$ cat src/rtl/mac_filt_pkg.sv
package mac_filt_pkg;
  localparam int unsigned OCTET_W = 8;
  localparam logic [31:0] CRC_SEED = 32'hFFFF_FFFF;
  localparam logic [31:0] CRC_POLY = 32'hEDB8_8320;

  typedef enum logic [1:0] {
    SEL_STA_HI  = 2'd0,
    SEL_STA_LO  = 2'd1,
    SEL_HASH_UP = 2'd2,
    SEL_HASH_LO = 2'd3
  } cfg_sel_e;
endpackage

$ cat src/rtl/mac_filt_crc_step.sv
module mac_filt_crc_step #(
  parameter int unsigned CRC_W = 32,
  parameter int unsigned IN_W  = 8,
  parameter logic [CRC_W-1:0] POLY = 32'hEDB8_8320
) (
  input  logic [CRC_W-1:0] crc_in,
  input  logic [IN_W-1:0]  data_in,
  output logic [CRC_W-1:0] crc_out
);
  logic [CRC_W-1:0] stage [IN_W+1];

  assign stage[0] = crc_in;

  for (genvar i = 0; i < IN_W; i++) begin : g_bit
    logic fb;
    assign fb = data_in[i] ^ stage[i][0];
    assign stage[i+1] = (stage[i] >> 1) ^ (fb ? POLY : '0);
  end

  assign crc_out = stage[IN_W];
endmodule

$ cat src/rtl/mac_filt_regs.sv
module mac_filt_regs
  import mac_filt_pkg::*;
#(
  parameter int unsigned DATA_W = 32,
  parameter int unsigned ADDR_W = 48,
  parameter int unsigned TBL_W  = 64
) (
  input  logic              clk,
  input  logic              rst_n,
  input  logic              we,
  input  logic [1:0]        sel,
  input  logic [DATA_W-1:0] wdata,
  output logic [DATA_W-1:0] rdata,
  output logic [ADDR_W-1:0] sta_addr,
  output logic [TBL_W-1:0]  hash_tbl
);
  localparam int unsigned LO_W   = ADDR_W - DATA_W;
  localparam int unsigned HALF_W = TBL_W / 2;

  logic [DATA_W-1:0] sta_hi_q, sta_hi_d;
  logic [LO_W-1:0]   sta_lo_q, sta_lo_d;
  logic [HALF_W-1:0] hash_up_q, hash_up_d;
  logic [HALF_W-1:0] hash_lo_q, hash_lo_d;

  always_comb begin
    sta_hi_d  = sta_hi_q;
    sta_lo_d  = sta_lo_q;
    hash_up_d = hash_up_q;
    hash_lo_d = hash_lo_q;
    if (we) begin
      unique case (cfg_sel_e'(sel))
        SEL_STA_HI:  sta_hi_d  = wdata;
        SEL_STA_LO:  sta_lo_d  = wdata[DATA_W-1 -: LO_W];
        SEL_HASH_UP: hash_up_d = wdata[HALF_W-1:0];
        SEL_HASH_LO: hash_lo_d = wdata[HALF_W-1:0];
        default: ;
      endcase
    end
  end

  always_ff @(posedge clk or negedge rst_n) begin
    if (!rst_n) begin
      sta_hi_q  <= '0;
      sta_lo_q  <= '0;
      hash_up_q <= '0;
      hash_lo_q <= '0;
    end else begin
      sta_hi_q  <= sta_hi_d;
      sta_lo_q  <= sta_lo_d;
      hash_up_q <= hash_up_d;
      hash_lo_q <= hash_lo_d;
    end
  end

  always_comb begin
    unique case (cfg_sel_e'(sel))
      SEL_STA_HI:  rdata = sta_hi_q;
      SEL_STA_LO:  rdata = {sta_lo_q, {(DATA_W-LO_W){1'b0}}};
      SEL_HASH_UP: rdata = DATA_W'(hash_up_q);
      SEL_HASH_LO: rdata = DATA_W'(hash_lo_q);
      default:     rdata = '0;
    endcase
  end

  assign sta_addr = {sta_hi_q, sta_lo_q};
  assign hash_tbl = {hash_up_q, hash_lo_q};

  // a write to the upper hash half is visible in the table next cycle
  assert_hash_write_R2: assert property (@(posedge clk) disable iff (!rst_n)
    (we && sel == 2'd2) |=> (hash_tbl[TBL_W-1 -: HALF_W] == $past(wdata[HALF_W-1:0])));
endmodule

$ cat src/rtl/mac_filt_seq.sv
module mac_filt_seq
  import mac_filt_pkg::*;
#(
  parameter int unsigned ADDR_BYTES = 6,
  parameter int unsigned CRC_W      = 32,
  parameter int unsigned HASH_BITS  = 6
) (
  input  logic                      clk,
  input  logic                      rst_n,
  input  logic                      in_valid,
  input  logic                      in_sof,
  input  logic [OCTET_W-1:0]        in_byte,
  input  logic [ADDR_BYTES*OCTET_W-1:0] sta_addr,
  input  logic [(1<<HASH_BITS)-1:0] hash_tbl,
  output logic                      dec_valid,
  output logic                      dec_accept,
  output logic                      dec_group,
  output logic [HASH_BITS-1:0]      dec_index
);
  localparam int unsigned ADDR_W = ADDR_BYTES * OCTET_W;
  localparam int unsigned CNT_W  = $clog2(ADDR_BYTES + 1);
  localparam logic [CNT_W-1:0] LAST_CNT = CNT_W'(ADDR_BYTES - 1);

  logic [CNT_W-1:0]     cnt_q, cnt_d;
  logic [CRC_W-1:0]     crc_q, crc_d, crc_base;
  logic [ADDR_W-1:0]    addr_q, addr_d;
  logic                 grp_q, grp_d;
  logic                 take, last;
  logic [HASH_BITS-1:0] idx_now;
  logic                 exact_now, hash_now;
  logic                 val_d, acc_d;

  assign take     = in_valid && (in_sof || cnt_q != '0);
  assign last     = take && (in_sof ? (ADDR_BYTES == 1) : (cnt_q == LAST_CNT));
  assign crc_base = in_sof ? CRC_SEED[CRC_W-1:0] : crc_q;

  mac_filt_crc_step #(
    .CRC_W(CRC_W), .IN_W(OCTET_W), .POLY(CRC_POLY[CRC_W-1:0])
  ) u_step (
    .crc_in(crc_base), .data_in(in_byte), .crc_out(crc_d)
  );

  always_comb begin
    if (in_sof) begin
      addr_d = ADDR_W'(in_byte);
      grp_d  = in_byte[0];
    end else begin
      addr_d = {addr_q[ADDR_W-OCTET_W-1:0], in_byte};
      grp_d  = grp_q;
    end
    if (last)      cnt_d = '0;
    else if (take) cnt_d = in_sof ? CNT_W'(1) : cnt_q + CNT_W'(1);
    else           cnt_d = cnt_q;
    idx_now   = crc_d[CRC_W-1 -: HASH_BITS];
    hash_now  = hash_tbl[idx_now];
    exact_now = (addr_d == sta_addr);
    acc_d     = !grp_d && (exact_now || hash_now);
    val_d     = last;
  end

  always_ff @(posedge clk or negedge rst_n) begin
    if (!rst_n) begin
      cnt_q  <= '0;
      crc_q  <= '0;
      addr_q <= '0;
      grp_q  <= 1'b0;
    end else begin
      cnt_q <= cnt_d;
      if (take) begin
        crc_q  <= crc_d;
        addr_q <= addr_d;
        grp_q  <= grp_d;
      end
    end
  end

  always_ff @(posedge clk or negedge rst_n) begin
    if (!rst_n) begin
      dec_valid  <= 1'b0;
      dec_accept <= 1'b0;
      dec_group  <= 1'b0;
      dec_index  <= '0;
    end else begin
      dec_valid <= val_d;
      if (last) begin
        dec_accept <= acc_d;
        dec_group  <= grp_d;
        dec_index  <= idx_now;
      end
    end
  end

  // the octet counter never leaves its legal range
  assert_cnt_range_R9: assert property (@(posedge clk) disable iff (!rst_n)
    cnt_q < CNT_W'(ADDR_BYTES));

  // a group decision is never an accept
  assert_group_reject_R7: assert property (@(posedge clk) disable iff (!rst_n)
    (dec_valid && dec_group) |-> !dec_accept);

  // the strobe follows the edge that took a final octet
  assert_strobe_src_R8: assert property (@(posedge clk) disable iff (!rst_n)
    $rose(dec_valid) |-> $past(take));

  if (ADDR_BYTES > 1) begin : g_pulse
    // the strobe lasts one cycle
    assert_single_pulse_R8: assert property (@(posedge clk) disable iff (!rst_n)
      dec_valid |=> !dec_valid);
  end
endmodule

$ cat src/rtl/mac_hash_filter.sv
module mac_hash_filter
  import mac_filt_pkg::*;
#(
  parameter int unsigned DATA_W     = 32,
  parameter int unsigned ADDR_BYTES = 6,
  parameter int unsigned HASH_BITS  = 6
) (
  input  logic                 clk,
  input  logic                 rst_n,
  input  logic                 cfg_we,
  input  logic [1:0]           cfg_sel,
  input  logic [DATA_W-1:0]    cfg_wdata,
  output logic [DATA_W-1:0]    cfg_rdata,
  input  logic                 rx_valid,
  input  logic                 rx_sof,
  input  logic [7:0]           rx_byte,
  output logic                 dec_valid,
  output logic                 dec_accept,
  output logic                 dec_group,
  output logic [HASH_BITS-1:0] dec_index
);
  localparam int unsigned ADDR_W = ADDR_BYTES * OCTET_W;
  localparam int unsigned TBL_W  = 1 << HASH_BITS;

  logic [1:0]        rst_sync_q;
  logic              rst_int_n;
  logic [ADDR_W-1:0] sta_addr;
  logic [TBL_W-1:0]  hash_tbl;

  always_ff @(posedge clk or negedge rst_n) begin
    if (!rst_n) rst_sync_q <= 2'b00;
    else        rst_sync_q <= {rst_sync_q[0], 1'b1};
  end
  assign rst_int_n = rst_sync_q[1];

  mac_filt_regs #(
    .DATA_W(DATA_W), .ADDR_W(ADDR_W), .TBL_W(TBL_W)
  ) u_regs (
    .clk(clk), .rst_n(rst_int_n), .we(cfg_we), .sel(cfg_sel),
    .wdata(cfg_wdata), .rdata(cfg_rdata),
    .sta_addr(sta_addr), .hash_tbl(hash_tbl)
  );

  mac_filt_seq #(
    .ADDR_BYTES(ADDR_BYTES), .CRC_W(32), .HASH_BITS(HASH_BITS)
  ) u_seq (
    .clk(clk), .rst_n(rst_int_n),
    .in_valid(rx_valid), .in_sof(rx_sof), .in_byte(rx_byte),
    .sta_addr(sta_addr), .hash_tbl(hash_tbl),
    .dec_valid(dec_valid), .dec_accept(dec_accept),
    .dec_group(dec_group), .dec_index(dec_index)
  );

  // no decision while the internal reset is held
  assert_quiet_reset_R1: assert property (@(posedge clk)
    !rst_int_n |=> !dec_valid);
endmodule

$ cat config.mk
export PLATFORM = sky130hd
export DESIGN_NAME = mac_hash_filter
export DESIGN_NICKNAME = d
export VERILOG_FILES = /design/src/rtl/mac_filt_pkg.sv /design/src/rtl/mac_filt_crc_step.sv /design/src/rtl/mac_filt_regs.sv /design/src/rtl/mac_filt_seq.sv /design/src/rtl/mac_hash_filter.sv
export SDC_FILE = /design/constraint.sdc
export NUM_CORES = 1
export LEC_CHECK = 0
export BUFFER_PORTS_ARGS = -buffer_cell sky130_fd_sc_hd__buf_2
export CAP_MARGIN = 20
export CORE_MARGIN = 3
export CORE_UTILIZATION = 28
export CTS_CLUSTER_DIAMETER = 60
export CTS_CLUSTER_SIZE = 25
export DETAILED_ROUTE_END_ITERATION = 8
export PLACE_DENSITY_LB_ADDON = 0.25
export SKIP_LAST_GASP = 1
export SYNTH_ARGS = -nofsm -noshare
export SYNTH_HDL_FRONTEND = slang
export SYNTH_SLANG_ARGS = --single-unit
$ cat constraint.sdc
create_clock -name clk -period 5.67 [get_ports clk]
set_input_delay 0.8505 -clock clk [delete_from_list [all_inputs] [get_ports clk]]
set_output_delay 0.8505 -clock clk [all_outputs]
set_load 0.005 [all_outputs]
==> metrics.yaml <==
outcome: "complete, no violations"
critPathKind: "input port to flop"
yosysMostFrequentCell: "dfrtp_1"
crit_buf_inv: 2
root_buffer: "clkbuf_16"
hpwl_um: 23850
yosysSeqAreaShare: 0.4588
arrival_ns: 4.07
routed_wirelength_um: 32990
clk_latency_ns: 0.45
rsz0062_at_grt: "false"
hold_violations: 0
fin_setup_tns_ns: 0
worst_setup_path_start_kind: "input port"
drt_iter0_drc: 509
cts.repair.resized: 0
ys.flop_type: "dfrtp_1"
crit_fanout: 46
layout_worst_path_cycle_share: 0.6616
syn_area_per_cell_um2: 11.05
cts_hold_buf: 0
crit_family: "XOR/XNOR gates"
fp.coreArea_mm2: 0.03793
tightest_slew_ns: 0.9713
area_delta_synth_final_pct: 14.35
drt-wirelength-per-cell_um: 21.08
layout_min_cycle_time_ns: 3.751
clock_path_buffers: 2
yosys.area.top_type: "dfrtp_1"
die_w_um: 202.9
nNetsFinal: 1090
whs_ns: 0.1765
htreeDepth: 4
rows: 71
r2r_cells: 9
io_buffer_count: 87
relSlewSlack: 0.3502
cts_tree: "done"
p_sw_mw: 2.517
grt_overflow: 0
synth_fp_nets: 1032
layout-drive-gt1-share: 0.2821
synthTopCellsByCount: "199 x dfrtp_1, 130 x mux2_2, 109 x nand2_1, 78 x xnor2_1, 72 x nor2_1"
via_count: 7790
sw_frac_of_total: 0.4015
crit_chain: "buf_4, buf_4, nor2_1, xnor2_1, xnor3_1, xnor3_2, mux4_2, o2bb2ai_1, nor4_1, nor4_2, a31oi_1"
grt_max_degree: 116
via_per_inst: 4.978
clock_power_share: 0.199
initial_core_util: 0.2861
postRouteAntennaNets: 0
p_int_mw: 3.753
power_density_mw_per_mm2: 505.2
synthTopCellsByArea: "dfrtp_1 46%, mux2_2 13%, xnor2_1 6.3%"
remaining_drc_errors: 0
vdd_ir_drop_max_uv: 232.3
cp.required_ns: 5.99
path_depth: 11
seq_power_share: 0.355
synth_top_area_frac: 0.4588
drtPass1Iterations: 5
grt_usage: 0.1620
ys_types: 56
hold_class: "input port to asynchronous set/reset pin"
cts_setup_buffers: 0
maxCapViolCount: 0
yosys_register_bits: 199
grt_pass1_vias: 7731
maxSlewViolCount: 0
critPathMaxStageDelay_ns: 0.57
grt_antenna_before_repair: 1
cts.sinks: 199
synth-async-reset-ratio: 1.000
fp.dieArea_mm2: 0.04116
leakage_nw: 5.133
path_clk_slew_ns: 0.08
power_frac_comb: 0.445
gp_congestion: 0.8767
cp_slowest_cell: "mux4_2"
max_freq_ghz: 0.2666
grt_pass1_wl_um: 50340
cts-buffers-inserted: 17
synth_edf_count: 0
power_mw: 6.270
worst_path_most_repeated_cell: "buf_4"
ys_warn_count: 0
synthCells: 982
cp-end-kind: "flop"
finClkSkew_ns: 0.01754
netlist_area_mm2: 0.01085
finalSetupViolations: 0
ioPinCount: 88
die_h_um: 202.9
[layer usage]
layer  global-route usage  share of wire  vias up
li1                     -              -     3579
met1               0.2269           0.46     3993
met2               0.2514           0.47      192
met3              0.03255          0.047       26
met4              0.05320          0.026        0
met5                    0              0        -
[layout make-up]
cell class	instances	area (µm²)
Sequential cell	199	4984
Timing Repair Buffer	101	568.0
Clock buffer	18	429.2
Antenna cell	1	2.502
Clock inverter	14	155.1
Inverter	14	52.55
Multi-Input combinational cell	707	5582
Tap cell	511	639.4
Fill cell	3934	25520
[cell usage in the layout (no fill, tap or decap), types with 16 or more instances in the layout]
master	count
a31oi_1	16
mux2_2	130
nand2_1	108
a22o_1	18
dfrtp_1	198
o21ai_0	69
nor2_1	72
mux4_2	23
xor2_1	29
nand2b_1	32
clkbuf_16	17
buf_2	86
xnor2_1	78
[registers in the layout, indices dropped and copies added, names as in the netlist, 2 cells and up]
name              count
u_seq.addr_q         40
u_regs.hash_lo_q     32
u_regs.hash_up_q     32
u_regs.sta_hi_q      32
u_seq.crc_q          32
u_regs.sta_lo_q      16
u_seq.dec_index       6
u_seq.cnt_q           3
rst_sync_q            2
[worst paths after layout]
check / from / endpoint / slack (ns)
max: rx_sof / u_seq.dec_accept$_DFFE_PN0P_ / 1.92
min in group clk: rst_sync_q[0]$_DFF_PN0_ / rst_sync_q[1]$_DFF_PN0_ / 0.35
min reg2reg: rst_sync_q[1]$_DFF_PN0_ / u_regs.hash_up_q[12]$_DFFE_PN0P_ / 0.22
min: rst_n / rst_sync_q[1]$_DFF_PN0_ / 0.18
max in group asynchronous: rst_sync_q[1]$_DFF_PN0_ / u_seq.crc_q[4]$_DFFE_PN0P_ / 4.30
max reg2reg: u_seq.crc_q[0]$_DFFE_PN0P_ / u_seq.dec_accept$_DFFE_PN0P_ / 2.33
[metrics by stage]
stage	worst slack [ns]	util	cells	cell area, µm²
finish	1.919	0.3272	1565	12410
global route	1.662	0.3272	1565	12410
CTS	1.898	0.3271	1564	12410
detailed placement	1.439	0.3117	1532	11830
global placement	1.518	0.3117	1532	11830
floorplan	2.391	-	982	10860
[power groups by stage]
| stage | logic (mW) | clock network (mW) | registers (mW) |
|---|---|---|---|
| 4_1_cts | 2.82 | 1.29 | 2.23 |
| 3_3_place_gp | 2.75 | 0 | 2.25 |
| 6_report | 2.79 | 1.25 | 2.23 |
| 3_5_place_dp | 2.81 | 0 | 2.25 |
| 5_1_grt | 3.09 | 1.34 | 2.28 |
| 2_1_floorplan | 2.23 | 0 | 2.05 |
[kinds of logic (layout without fill, tap and decap cells)]
kind of cell    after synthesis  count (layout)  synth area share
mux                         162             162            0.1912
other cells                   1               2         0.0003455
compound gates              160             160           0.09337
xor+xnor                    117             117            0.1092
flops                       199             199            0.4588
simple gates                264             264            0.1155
buf+inv                      76             147           0.02813
fa+ha+maj                     3               3          0.003459
[worst register-to-register path: stages (launching register included)]
cell,delay [ns]
dfrtp_1,0.64
xnor2_1,0.19
nor2_2,0.22
xnor3_1,0.38
xnor3_2,0.54
mux4_2,0.58
o2bb2ai_1,0.18
nor4_1,0.09
nor4_2,0.30
a31oi_1,0.12
No activity file was read; power rests on OpenSTA's default activity.
